`src/rtl/lcd_scan_pkg.sv`:
```
package lcd_scan_pkg;

    typedef enum logic [1:0] {
        MODE_BLANK   = 2'b00,
        MODE_NORMAL  = 2'b01,
        MODE_ALL_ON  = 2'b10,
        MODE_INVERSE = 2'b11
    } disp_mode_e;

    localparam int unsigned MUX_W  = 2;
    localparam int unsigned MODE_W = 2;

endpackage

```
`src/rtl/lcd_row_timer.sv`:
```
module lcd_row_timer #(
    parameter int unsigned HOLD_TICKS = 4,
    parameter int unsigned ROW_W      = 5
) (
    input  logic             clk,
    input  logic             rst_n,
    input  logic             tick_en,
    input  logic [ROW_W-1:0] last_row,
    output logic [ROW_W-1:0] row_idx,
    output logic             frame_edge,
    output logic             frame_sync
);

    localparam int unsigned CNT_W = (HOLD_TICKS > 1) ? $clog2(HOLD_TICKS) : 1;
    localparam logic [CNT_W-1:0] CNT_LAST = CNT_W'(HOLD_TICKS - 1);

    typedef struct packed {
        logic [CNT_W-1:0] cnt;
        logic [ROW_W-1:0] row;
        logic             sync;
    } timer_st_t;

    timer_st_t st_d, st_q;
    logic      edge_d;

    always_comb begin
        st_d      = st_q;
        st_d.sync = 1'b0;
        edge_d    = 1'b0;
        if (tick_en) begin
            if (st_q.cnt == CNT_LAST) begin
                st_d.cnt = '0;
                if (st_q.row == last_row) begin
                    st_d.row  = '0;
                    st_d.sync = 1'b1;
                    edge_d    = 1'b1;
                end else begin
                    st_d.row = st_q.row + 1'b1;
                end
            end else begin
                st_d.cnt = st_q.cnt + 1'b1;
            end
        end
    end

    always_ff @(posedge clk) begin
        if (!rst_n) begin
            st_q <= '0;
        end else begin
            st_q <= st_d;
        end
    end

    assign row_idx    = st_q.row;
    assign frame_edge = edge_d;
    assign frame_sync = st_q.sync;

endmodule

```
`src/rtl/lcd_cfg_shadow.sv`:
```
module lcd_cfg_shadow #(
    parameter int unsigned CFG_W = 6
) (
    input  logic             clk,
    input  logic             rst_n,
    input  logic             load,
    input  logic [CFG_W-1:0] cfg_in,
    output logic [CFG_W-1:0] cfg_act
);

    typedef struct packed {
        logic [CFG_W-1:0] cfg;
    } shadow_st_t;

    shadow_st_t st_d, st_q;

    always_comb begin
        st_d = st_q;
        if (load) begin
            st_d.cfg = cfg_in;
        end
    end

    always_ff @(posedge clk) begin
        if (!rst_n) begin
            st_q <= '0;
        end else begin
            st_q <= st_d;
        end
    end

    assign cfg_act = st_q.cfg;

endmodule

```
`src/rtl/lcd_col_shaper.sv`:
```
module lcd_col_shaper
    import lcd_scan_pkg::*;
#(
    parameter int unsigned COLS = 40
) (
    input  disp_mode_e      mode,
    input  logic [COLS-1:0] raw,
    output logic [COLS-1:0] cols
);

    always_comb begin
        unique case (mode)
            MODE_BLANK:   cols = '0;
            MODE_NORMAL:  cols = raw;
            MODE_ALL_ON:  cols = '1;
            MODE_INVERSE: cols = ~raw;
            default:      cols = '0;
        endcase
    end

endmodule

```
`src/rtl/lcd_scan_ctrl.sv`:
```
module lcd_scan_ctrl
    import lcd_scan_pkg::*;
#(
    parameter int unsigned ROWS_PER_BANK = 8,
    parameter int unsigned NUM_BANKS     = 4,
    parameter int unsigned COLS          = 40,
    parameter int unsigned HOLD_TICKS    = 4,
    localparam int unsigned MAX_ROWS     = ROWS_PER_BANK * NUM_BANKS,
    localparam int unsigned ROW_W        = $clog2(MAX_ROWS),
    localparam int unsigned BANK_W       = $clog2(NUM_BANKS)
) (
    input  logic                clk,
    input  logic                rst_n,
    input  logic                tick_en,
    input  logic [MUX_W-1:0]    mux_sel,
    input  logic [BANK_W-1:0]   bank_sel,
    input  logic [MODE_W-1:0]   disp_mode,
    input  logic [COLS-1:0]     ram_rdata,
    output logic [ROW_W-1:0]    ram_raddr,
    output logic [MAX_ROWS-1:0] row_sel,
    output logic [COLS-1:0]     col_data,
    output logic                frame_sync
);

    localparam int unsigned CFG_W = MUX_W + BANK_W + MODE_W;

    logic [ROW_W-1:0]  row_idx;
    logic [ROW_W-1:0]  last_row;
    logic              frame_edge;
    logic [CFG_W-1:0]  cfg_act;
    logic [MUX_W-1:0]  act_mux;
    logic [BANK_W-1:0] act_bank;
    logic [MODE_W-1:0] act_mode;

    assign {act_mux, act_bank, act_mode} = cfg_act;
    assign last_row = ROW_W'((int'(act_mux) + 1) * ROWS_PER_BANK - 1);

    lcd_row_timer #(
        .HOLD_TICKS (HOLD_TICKS),
        .ROW_W      (ROW_W)
    ) u_timer (
        .clk        (clk),
        .rst_n      (rst_n),
        .tick_en    (tick_en),
        .last_row   (last_row),
        .row_idx    (row_idx),
        .frame_edge (frame_edge),
        .frame_sync (frame_sync)
    );

    lcd_cfg_shadow #(
        .CFG_W (CFG_W)
    ) u_shadow (
        .clk     (clk),
        .rst_n   (rst_n),
        .load    (frame_edge),
        .cfg_in  ({mux_sel, bank_sel, disp_mode}),
        .cfg_act (cfg_act)
    );

    assign ram_raddr = ROW_W'(int'(act_bank) * ROWS_PER_BANK) + row_idx;

    lcd_col_shaper #(
        .COLS (COLS)
    ) u_shaper (
        .mode (disp_mode_e'(act_mode)),
        .raw  (ram_rdata),
        .cols (col_data)
    );

    for (genvar gi = 0; gi < MAX_ROWS; gi++) begin : g_row_dec
        assign row_sel[gi] = (row_idx == ROW_W'(gi));
    end

endmodule

```
`config.mk`:
```
export PLATFORM = sky130hd
export DESIGN_NAME = lcd_scan_ctrl
export DESIGN_NICKNAME = d
export VERILOG_FILES = /design/src/rtl/lcd_scan_pkg.sv /design/src/rtl/lcd_row_timer.sv /design/src/rtl/lcd_cfg_shadow.sv /design/src/rtl/lcd_col_shaper.sv /design/src/rtl/lcd_scan_ctrl.sv
export SDC_FILE = /design/constraint.sdc
export NUM_CORES = 1
export LEC_CHECK = 0
export BUFFER_PORTS_ARGS = -buffer_cell sky130_fd_sc_hd__buf_2
export CORE_ASPECT_RATIO = 0.75
export CORE_UTILIZATION = 36
export CTS_BUF_LIST = sky130_fd_sc_hd__clkbuf_4
export DETAILED_ROUTE_END_ITERATION = 16
export GPL_ROUTABILITY_DRIVEN = 1
export GPL_TIMING_DRIVEN = 0
export PLACE_DENSITY_LB_ADDON = 0.05
export REMOVE_ABC_BUFFERS = 1
export SYNTH_ARGS = -nofsm -noshare
export SYNTH_HDL_FRONTEND = slang
export SYNTH_SLANG_ARGS = --single-unit
```
`constraint.sdc`:
```
create_clock -name clk -period 1.6 [get_ports clk]
set_input_delay 0.32 -clock clk [delete_from_list [all_inputs] [get_ports clk]]
set_output_delay 0.32 -clock clk [all_outputs]
set_load 0.03 [all_outputs]
```
==> summary.txt, run 1 <==
Route
  – Via count: 1926
  – Drt drc: 0
  – Met2 wire len: 2930 µm
  – Routed wire length: 5660 µm
  – Vias per cell: 4.70
  – Pre-antenna DRT Iters: 4
  – Top Layer Used: met4
  – DRT iter0 DRCs: between 40 and 50
  – Wire length on met3: between 300 and 400 µm
  – Met1 wire length: 2330 µm
  – Wire per inst: between 10 and 15 µm
  – Final ANT Viol Nets: 0

CTS
  – Root Buffer: clkbuf_4
  – Hold Buf Count CTS: 0
  – Clock latency on the worst-skew pair: 0.29 ns
  – H-tree Lvls: 1
  – CTS tree: yes
  – Clock tree buffer depth: 2
  – Clk sinks: 14
  – Worst-path clk slew: 0.09 ns
  – Num CTS Buffers: 3

STA
  – Clk_skew: 0.00227 ns
  – RSZ-0062 raised after global routing: true
  – Setup tns final: -0.904 ns
  – Worst-margin pin slew: around 0.55 ns
  – Fin crit share: 106%
  – Hold_ws: between 0.2 and 0.3 ns
  – Slew headroom: 63.3%
  – Final Setup Violations: 21
  – Peak Freq: 0.591 GHz
  – Slack of the critical path: -0.0928 ns
  – Slew Limit Fails: 0
  – Post-route minimum period: 1.69 ns
  – Final hold vios: 0

Floorplan
  – Row cnt: 20
  – Core ar.: 4080 µm²
  – Die H: a little under 60 µm
  – # IOs: 127
  – Die Wd: 77.6 µm
  – Starting density of the core: 37.8%
  – Die area: ~4600 µm²

Worst hold path
  – Hold depth: 3
  – Hold Crit Class: primary input to register
  – Hold EP: u_shadow.cfg_act[0]$_SDFFE_PN0P_
  – Hold Crit Start: disp_mode[0]

Place
  – Placed Cells: 384
  – I/O Buffers: 126
  – Final Wtd Congestion: between 0.8 and 0.9
  – Placed Area: 2160 µm²
  – Hpwl dp: around 3200 µm
  – DP Worst Slack: -0.459 ns

Global route
  – Gr usage total: 19.2%
  – First-pass GRT wire length: 7090 µm
  – Total gr overflow: 0
  – Largest net degree at the start of global routing: 27
  – Initial antenna violation count: 0
  – Vias in the first global route: 1505

Synthesis
  – Dominant cell type by area after synthesis: xnor2_1
  – Seq cells post-synth: 14
  – Synth Cell Area: 1540 µm²
  – Top cell type's share of synthesized area: about a quarter
  – Post-Syn Instances: 222
  – Syn avg cell area: ~6.9 µm²
  – Seq/Total Area, Yosys: 18.2%
  – Top cells by area, synth: xnor2_1, dfxtp_1, nand2_1
  – Synth unique cells: 24
  – Ys Warns: 0

Critical path
  – CP startpoint kind: register
  – Required @ worst endpoint: 1.28 ns
  – Reg2reg end: u_timer.row_idx[3]$_SDFFE_PN0P_
  – Worst path arrival time: approximately 1.4 ns
  – Crit end category: output pin
  – Worst r2r path cells: 6
  – Crit Path Category: register to output pin
  – Reg2reg start: u_timer.row_idx[1]$_SDFFE_PN0P_
  – CP Max Fanout: 7
  – Reg2reg setup slack: 0.06 ns

Finish
  – Footprint of the multi-input gates: 1490 µm²
  – # diodes: 0
  – Commonest non-fill, non-tap cell in the layout: buf_4
  – Share of post-route cells with drive strength above 1: 63.7%
  – Finished Cell Area: 3100 µm²
  – Final #Nets: 413
  – Filler Cells Inserted: roughly 310
  – Commonest non-fill, non-tap cells in the layout: buf_4, buf_2, nand2_1
  – Post-Route Utilization: between 70% and 80%
  – Post-route insts no fill: 410
  – Register area: 307 µm²
  – P&R area growth vs syn: 101%

Power and ir drop
  – Power Density: 243 nW/µm²
  – Peak VDD IR: 0.000334 V
  – Total power: 754 µW
  – Static leakage: between 1 and 1.5 nW

Status
  – Status: finished with violations
  – Failing checks: negative setup slack

Run
  – Max_cap viols: 0
==> final cells by class <==
class,instances,area share (%)
clock inverter,1,0.121
tap,55,2.22
multi-input combinational,183,48.1
inverter,5,0.889
timing repair buffer,149,38.0
sequential,14,9.89
clock buffer,3,0.727
==> per-layer routing <==
metal	vias up	GRT usage, %
met1	882	26.0
li1	955	-
met2	81	32.1
met5	-	0
met3	8	3.41
met4	0	4.04
==> power by group <==
part	switching, mW	total [mW]	internal, mW
logic	0.0960	0.178	0.0820
clock network	0.128	0.218	0.0907
registers	0.0111	0.357	0.346
total	0.235	0.754	0.519
==> synth_stat cells, drive strengths merged <==
| master | instances |
|---|---|
| nand2 | 67 |
| xnor2 | 42 |
| nor2 | 30 |
| dfxtp | 14 |
| buf | 10 |
| clkbuf | 10 |
| and2 | 8 |
| ha | 8 |
| mux2i | 8 |
| inv | 5 |
| o311ai | 5 |
| a21oi | 3 |
| xor2 | 3 |
| nand2b | 2 |
| nand3 | 2 |
| a31oi | 1 |
| and3 | 1 |
| and4b | 1 |
| nor4 | 1 |
| or2 | 1 |
==> flip-flops by register name, indices dropped and copies added, names as in the netlist <==
name and cells:
u_shadow.cfg_act 6, u_timer.frame_sync 1, u_timer.row_idx 5, u_timer.st_q 2
==> worst max-delay path by stage <==
stage                                      from           to  slack (ns)  depth (start not counted)
2_1_floorplan  u_shadow.cfg_act[1]$_SDFFE_PN0P_  col_data[0]       -0.77                          1
3_3_place_gp   u_shadow.cfg_act[1]$_SDFFE_PN0P_  col_data[0]       -0.95                          2
3_5_place_dp   u_shadow.cfg_act[0]$_SDFFE_PN0P_  col_data[0]       -0.46                          3
4_1_cts         u_timer.row_idx[0]$_SDFFE_PN0P_  row_sel[15]        -0.1                          4
5_1_grt         u_timer.row_idx[0]$_SDFFE_PN0P_   row_sel[4]       -0.15                          5
6_report        u_timer.row_idx[1]$_SDFFE_PN0P_   row_sel[8]       -0.09                          5
==> timing repair <==
item | in CTS | in global routing
endpoints found under the setup margin | 81 | 79
buffers inserted | 13 | 7
resized for setup | 80 | 165
pin swaps | 9 | 20
endpoints found under the hold margin | 0 | 0
gates cloned | 0 | 2
==> critical path, cell delays in order (launching register included) <==
cell and delay (ns):
dfxtp_4 0.39, inv_4 0.08, ha_4 0.17, nand2_1 0.11, nor2_1 0.14, buf_4 0.18
==> kinds of logic (layout without fill, tap and decap cells) <==
kind of cell             count (synthesis)  count (layout)  synth area share [%]
buffers and inverters                   25             158                  7.95
XOR/XNOR                                45              45                  26.8
flip-flops                              14              14                  18.2
AO/OA/AOI/OAI                            9               9                  4.22
AND/OR/NAND/NOR                        113             113                  31.2
adder cells (fa/ha/maj)                  8               8                  6.49
multiplexers                             8               8                  5.20
(Power assumes the default switching activity.)
==> run 2: changes to the inputs <==
MAX_ROUTING_LAYER = met4   (was unset)
==> run 2 against run 1 <==
Effect of this change:
- the flow still finishes with violations (negative setup slack)
- flip-flop and latch count did not move
- register-to-register slack about the same
- critical path depth is the same
- routed wire length increased by 0.28%
- fmax is 0.55% lower
- non-clock buffer count is the same
- die area unchanged
- largest cell class unchanged
- total power fell by 0.11%
- utilization unchanged
==> summary.txt, run 2 (same netlist as run 1, synthesis figures left out) <==
CTS
  – Clock tree buffer depth: 2 (unchanged)
  – Num CTS Buffers: 3 (unchanged)
  – Clk sinks: 14 (unchanged)
  – CTS tree: yes
  – H-tree Lvls: 1 (unchanged)
  – Clock latency on the worst-skew pair: 0.29 ns (about the same)
  – Root Buffer: clkbuf_4
  – Worst-path clk slew: 0.09 ns (about the same)

Critical path
  – Critical Path Start: u_timer.row_idx[1]$_SDFFE_PN0P_
  – CP startpoint kind: register
  – Crit end category: output pin
  – Crit Path Category: register to output pin
  – CP Max Fanout: 7 (unchanged)
  – Required @ worst endpoint: 1.28 ns (about the same)
  – CP max-delay cell: dfxtp_4
  – Cell Chain, Critical Path: inv_4 > ha_4 > nand2_1 > nor2_1 > buf_4
  – Worst r2r path cells: 6 (unchanged)
  – Critical Path Max Stage Delay: 0.39 ns (about the same)
  – Reg2reg start: u_timer.row_idx[1]$_SDFFE_PN0P_
  – Worst path arrival time: 1.38 ns (about the same)

Status
  – Failing checks: negative setup slack
  – Status: finished with violations

Route
  – Final ANT Viol Nets: 0 (unchanged)
  – Via count: 1942 (+0.83%)
  – Vias per cell: 4.74 (+0.83%)
  – Pre-antenna DRT Iters: 4 (unchanged)
  – Wire per inst: 13.8 µm (+0.28%)
  – DRT iter0 DRCs: 54 (+10%)
  – Routed wire length: 5680 µm (+0.28%)
  – Drt drc: 0 (unchanged)

Place
  – I/O Buffers: 126 (unchanged)
  – Hpwl dp: 3170 µm (unchanged)
  – Placed Cells: 384 (unchanged)
  – Final Wtd Congestion: 0.856 (+1.6%)
  – Placed Area: 2160 µm² (unchanged)

Worst hold path
  – Hold Crit Class: primary input to register
  – Hold depth: 3 (unchanged)
  – Hold Crit Start: disp_mode[0]

STA
  – Worst-margin pin slew: 0.549 ns (+0.000457 ns)
  – Slew Limit Fails: 0 (unchanged)
  – Final Setup Violations: 21 (unchanged)
  – Fin crit share: 106% (+0.59 points)
  – Slack of the critical path: -0.102 ns (-0.00940 ns)
  – Clk_skew: 0.00347 ns (+0.00121 ns)
  – Slew headroom: 63.3% (about the same)
  – RSZ-0062 raised after global routing: true
  – Peak Freq: 0.587 GHz (-0.55%)
  – Post-route minimum period: 1.70 ns (+0.00940 ns)
  – Final hold vios: 0 (unchanged)

Finish
  – Post-route insts no fill: 410 (unchanged)
  – Share of post-route cells with drive strength above 1: 63.7% (unchanged)
  – Max FFs per register: 6 (unchanged)
  – P&R area growth vs syn: 101% (unchanged)
  – Commonest non-fill, non-tap cell in the layout: buf_4
  – # diodes: 0 (unchanged)
  – Commonest non-fill, non-tap cells in the layout: buf_4, buf_2, nand2_1
  – Finished Cell Area: 3100 µm² (unchanged)
  – Final #Nets: 413 (unchanged)
  – Post-Route Utilization: 76.0% (unchanged)

Power and ir drop
  – Pint: 519 µW (about the same)
  – Power Density: 243 nW/µm² (-0.11%)
  – Static leakage: 1.41 nW (unchanged)
  – Clock power frac: 28.9% (about the same)
  – Combinational group share of total power: 23.6% (about the same)
  – Sequential Power Share: 47.5% (about the same)
  – Psw: 234 µW (-0.36%)
  – Peak VDD IR: 0.000333 V (-0.56%)
  – Switch share: 31.1% (-0.078 points)

Floorplan
  – Die Wd: 77.6 µm (unchanged)
  – Die area: 4550 µm² (unchanged)
  – Starting density of the core: 37.8% (unchanged)
  – Row cnt: 20 (unchanged)
  – Core ar.: 4080 µm² (unchanged)
  – # IOs: 127 (unchanged)
  – Die H: 58.7 µm (unchanged)

Global route
  – Vias in the first global route: 1504 (-0.066%)
  – Total gr overflow: 0 (unchanged)
  – First-pass GRT wire length: 7090 µm (unchanged)
  – Gr usage total: 19.8% (+0.60 points)
  – Largest net degree at the start of global routing: 27 (unchanged)
  – Initial antenna violation count: 0 (unchanged)

Run
  – Max_cap viols: 0 (unchanged)
==> run 2: layer usage <==
metal / wire length [µm] / vias to the layer above / share of wire, % / track usage (%)
met3: 276 / 12 / 4.9 / 3.10
met1: 2370 / 892 / 42 / 26.2
met2: 2940 / 84 / 52 / 32.1
li1: - / 954 / - / -
met5: 0 / - / 0 / -
met4: 92 / 0 / 1.6 / 4.04
==> run 2: layout make-up <==
| type | count | area, µm² |
|---|---|---|
| multi-input cells | 183 | 1490 |
| repair buffers | 149 | 1180 |
| fillers | 306 | 981 |
| flip-flops and latches | 14 | 307 |
| well taps | 55 | 68.8 |
| inverters | 5 | 27.5 |
| clock buffers | 3 | 22.5 |
| clock inverters | 1 | 3.75 |
==> run 2: repair_timing <==
item / in CTS / in global routing
gates resized for setup: 80 / 165
gates cloned: 0 / 2
hold buffers: 0 / 0
setup endpoints to repair: 81 / 79
setup buffers: 13 / 7
pin swaps: 9 / 20
==> run 2: path summary, 6_finish.rpt <==
path,endpoint,slack [ns]
worst max-delay path,row_sel[8],-0.10
worst min-delay path,u_shadow.cfg_act[0]$_SDFFE_PN0P_,0.26
worst max register to register,u_timer.row_idx[3]$_SDFFE_PN0P_,0.06
worst min register to register,u_shadow.cfg_act[4]$_SDFFE_PN0P_,0.48
==> run 2: through the flow <==
| stage | setup WS (ns) | power, mW | TNS, ns | hold slack [ns] |
|---|---|---|---|---|
| 2_1_floorplan | -0.774 | 0.432 | -33.96 | 0.438 |
| 3_3_place_gp | -0.954 | 0.509 | -39.53 | 0.451 |
| 3_5_place_dp | -0.459 | 0.510 | -19.28 | 0.459 |
| 4_1_cts | -0.0985 | 0.726 | -0.416 | 0.254 |
| 5_1_grt | -0.148 | 0.798 | -3.78 | 0.273 |
| 6_report | -0.102 | 0.753 | -0.955 | 0.260 |
==> run 2: power groups by stage <==
stage	Clock (mW)	Combinational [mW]	Sequential [mW]
2_1_floorplan	0	0.0601	0.372
3_3_place_gp	0	0.136	0.374
3_5_place_dp	0	0.136	0.374
4_1_cts	0.218	0.153	0.355
5_1_grt	0.247	0.192	0.358
6_report	0.218	0.178	0.357
==> run 2: critical path, delay by kind of cell, from the launching register on <==
kind	cells	cell delay (ns)
buf+inv	2	0.26
simple gates	2	0.26
fa+ha+maj	1	0.17
flops	1	0.39
==> run 3: changes to the inputs <==
clock period = 1.37 ns   (was 1.6 ns; I/O delays follow)
==> run 3 against run 2 <==
Effect of this change:
- the flow still finishes with violations (negative setup slack)
- sequential share of layout area fell by 0.59 points
- non-clock buffer count rose by 2
- flip-flop and latch count did not move
- final cell count rose by 0.49%
- design area rose by 6.7%
- register-to-register slack got worse by 0.26 ns
==> summary.txt, run 3 (same netlist as run 1, synthesis figures left out) <==
Status
  – Status: finished with violations
  – Failing checks: negative setup slack

Route
  – Final ANT Viol Nets: 0 (unchanged)
  – Wire per inst: 14.6 µm (+5.7%)
  – Via count: 1962 (+1.0%)
  – Routed wire length: 6030 µm (+6.2%)
  – Pre-antenna DRT Iters: 4 (unchanged)
  – Vias per cell: 4.76 (+0.54%)
  – DRT iter0 DRCs: 57 (+5.6%)
  – Drt drc: 0 (unchanged)

STA
  – Slew Limit Fails: 0 (unchanged)
  – Peak Freq: 0.604 GHz
  – Final Setup Violations: 84 (+300%)
  – Post-route minimum period: 1.66 ns
  – Final hold vios: 0 (unchanged)
  – Slack of the critical path: -0.286 ns (-0.183 ns)
  – Slew headroom: 73.2% (+9.9 points)
  – Hold_ws: 0.197 ns (-0.0631 ns)
  – Clk_skew: 0.00653 ns (+0.00306 ns)
  – Worst-margin pin slew: 0.401 ns (-0.148 ns)
  – Fin crit share: 121%
  – RSZ-0062 raised after global routing: true

Place
  – DP Worst Slack: -0.643 ns (-0.184 ns)
  – Final Wtd Congestion: 0.856 (unchanged)
  – I/O Buffers: 126 (unchanged)
  – Hpwl dp: 3170 µm (unchanged)
  – Placed Area: 2160 µm² (unchanged)

Floorplan
  – Core ar.: 4080 µm² (unchanged)
  – Die Wd: 77.6 µm (unchanged)
  – Starting density of the core: 37.8% (unchanged)
  – Die H: 58.7 µm (unchanged)
  – # IOs: 127 (unchanged)
  – Die area: 4550 µm² (unchanged)
  – Row cnt: 20 (unchanged)

Global route
  – Largest net degree at the start of global routing: 21 (-22%)
  – Gr usage total: 22.6% (+2.9 points)
  – Total gr overflow: 0 (unchanged)
  – First-pass GRT wire length: 7900 µm (+11%)
  – Vias in the first global route: 1635 (+8.7%)
  – Initial antenna violation count: 0 (unchanged)

Critical path
  – Buf/Inv on CP: 2 (unchanged)
  – CP max-delay cell: dfxtp_4
  – Critical Path Max Stage Delay: 0.45 ns (+0.06 ns)
  – Required @ worst endpoint: 1.10 ns (-0.18 ns)
  – CP top delay family: flip-flops
  – CP Max Fanout: 10 (+3)
  – Cell Chain, Critical Path: buf_12 > nand2_1 > xnor2_1 > buf_4
  – Crit Path Category: register to output pin
  – Worst path arrival time: 1.38 ns (about the same)
  – Crit end category: output pin
  – CP startpoint kind: register

CTS
  – CTS tree: yes
  – Clock tree buffer depth: 2 (unchanged)
  – Clock latency on the worst-skew pair: 0.30 ns (about the same)
  – Num CTS Buffers: 3 (unchanged)
  – Root Buffer: clkbuf_4
  – Clk sinks: 14 (unchanged)
  – Hold Buf Count CTS: 0 (unchanged)
  – H-tree Lvls: 1 (unchanged)
  – Worst-path clk slew: 0.10 ns (about the same)

Power and ir drop
  – Switch share: 32.5% (+1.4 points)
  – Power Density: 285 nW/µm² (+17%)
  – Static leakage: 1.57 nW (+11%)
  – Sequential Power Share: 44.2% (-3.3 points)
  – Total power: 943 µW (+25%)
  – Psw: 306 µW (+31%)
  – Peak VDD IR: 0.000417 V (+25%)
  – Clock power frac: 28.4% (-0.5 points)
  – Pint: 637 µW (+23%)
  – Combinational group share of total power: 27.4% (+3.8 points)

Finish
  – Register area: 308 µm² (+0.41%)
  – Max FFs per register: 6 (unchanged)
  – Post-Route Utilization: 81.1% (+5.1 points)
  – Share of post-route cells with drive strength above 1: 66.4% (+2.7 points)
  – P&R area growth vs syn: 115%
  – Filler Cells Inserted: 255 (-17%)
  – Final #Nets: 415 (+0.48%)
  – Commonest non-fill, non-tap cells in the layout: buf_4, buf_2, nand2_1
  – Finished Cell Area: 3310 µm² (+6.7%)
  – # diodes: 0 (unchanged)
  – Footprint of the multi-input gates: 1650 µm² (+10%)
  – Commonest non-fill, non-tap cell in the layout: buf_4

Worst hold path
  – Hold Crit Class: primary input to register

Run
  – Max_cap viols: 0 (unchanged)
run 3: cell count changes in the layout (fill, tap and decap cells not counted), moves of 6 or more:
cell     previous run  this run
nor2_1             13        24
nand2_1            48        40
xnor2_1            34        26
nor2_4              9         2
xnor2_2             8        15
nand2_4             6        12
run 3: stage by stage:
| stage | TNS, ns | instances |
|---|---|---|
| finish | -16.38 | 412 |
| CTS | -12.52 | 411 |
| detailed placement | -32.52 | 384 |
| floorplan | -49.03 | 202 |
| global route | -20.95 | 412 |
| global placement | -52.54 | 383 |
run 3: layer usage:
layer | global-route usage (%) | vias to the layer above | part of all wire [%]
li1 | - | 958 | -
met1 | 29.0 | 918 | 42
met2 | 37.4 | 75 | 52
met3 | 3.57 | 11 | 4.0
met4 | 5.93 | 0 | 1.7
met5 | - | - | 0
run 3: repair_timing:
item / in CTS / in global routing
setup endpoints to repair: 85 / 85
cloned: 2 / 1
pin swaps: 26 / 24
gates resized for setup: 164 / 73
buffers inserted: 21 / 1
run 3: cell type report:
class	instances	area share (%)
clock buffers	3	0.681
clock inverters	1	0.114
inverters	5	0.757
multi-input cells	183	49.8
flip-flops and latches	14	9.31
well taps	55	2.08
repair buffers	151	37.2
run 3: path summary, 6_finish.rpt:
path                                    startpoint                                to  slack [ns]  depth (start not counted)
hold / removal                        disp_mode[0]  u_shadow.cfg_act[0]$_SDFFE_PN0P_        0.20                          3
hold reg to reg   u_shadow.cfg_act[2]$_SDFFE_PN0P_  u_shadow.cfg_act[2]$_SDFFE_PN0P_        0.51                          2
setup / recovery  u_shadow.cfg_act[0]$_SDFFE_PN0P_                      col_data[35]       -0.29                          4
setup reg to reg   u_timer.row_idx[1]$_SDFFE_PN0P_  u_shadow.cfg_act[5]$_SDFFE_PN0P_       -0.20                          6
run 3: power by group through the flow:
stage / Clock, mW / Combinational, mW / Sequential, mW
3_3_place_gp: 0 / 0.159 / 0.436
3_5_place_dp: 0 / 0.159 / 0.436
2_1_floorplan: 0 / 0.0702 / 0.434
4_1_cts: 0.254 / 0.222 / 0.416
5_1_grt: 0.293 / 0.278 / 0.419
6_report: 0.268 / 0.258 / 0.417
run 3: worst reg2reg max path, stage by stage, from the launching register on:
cell and delay (ns):
dfxtp_4 0.42, ha_4 0.17, buf_4 0.15, nand2_8 0.09, nor4_4 0.27, buf_4 0.19
mux2i_1 0.21
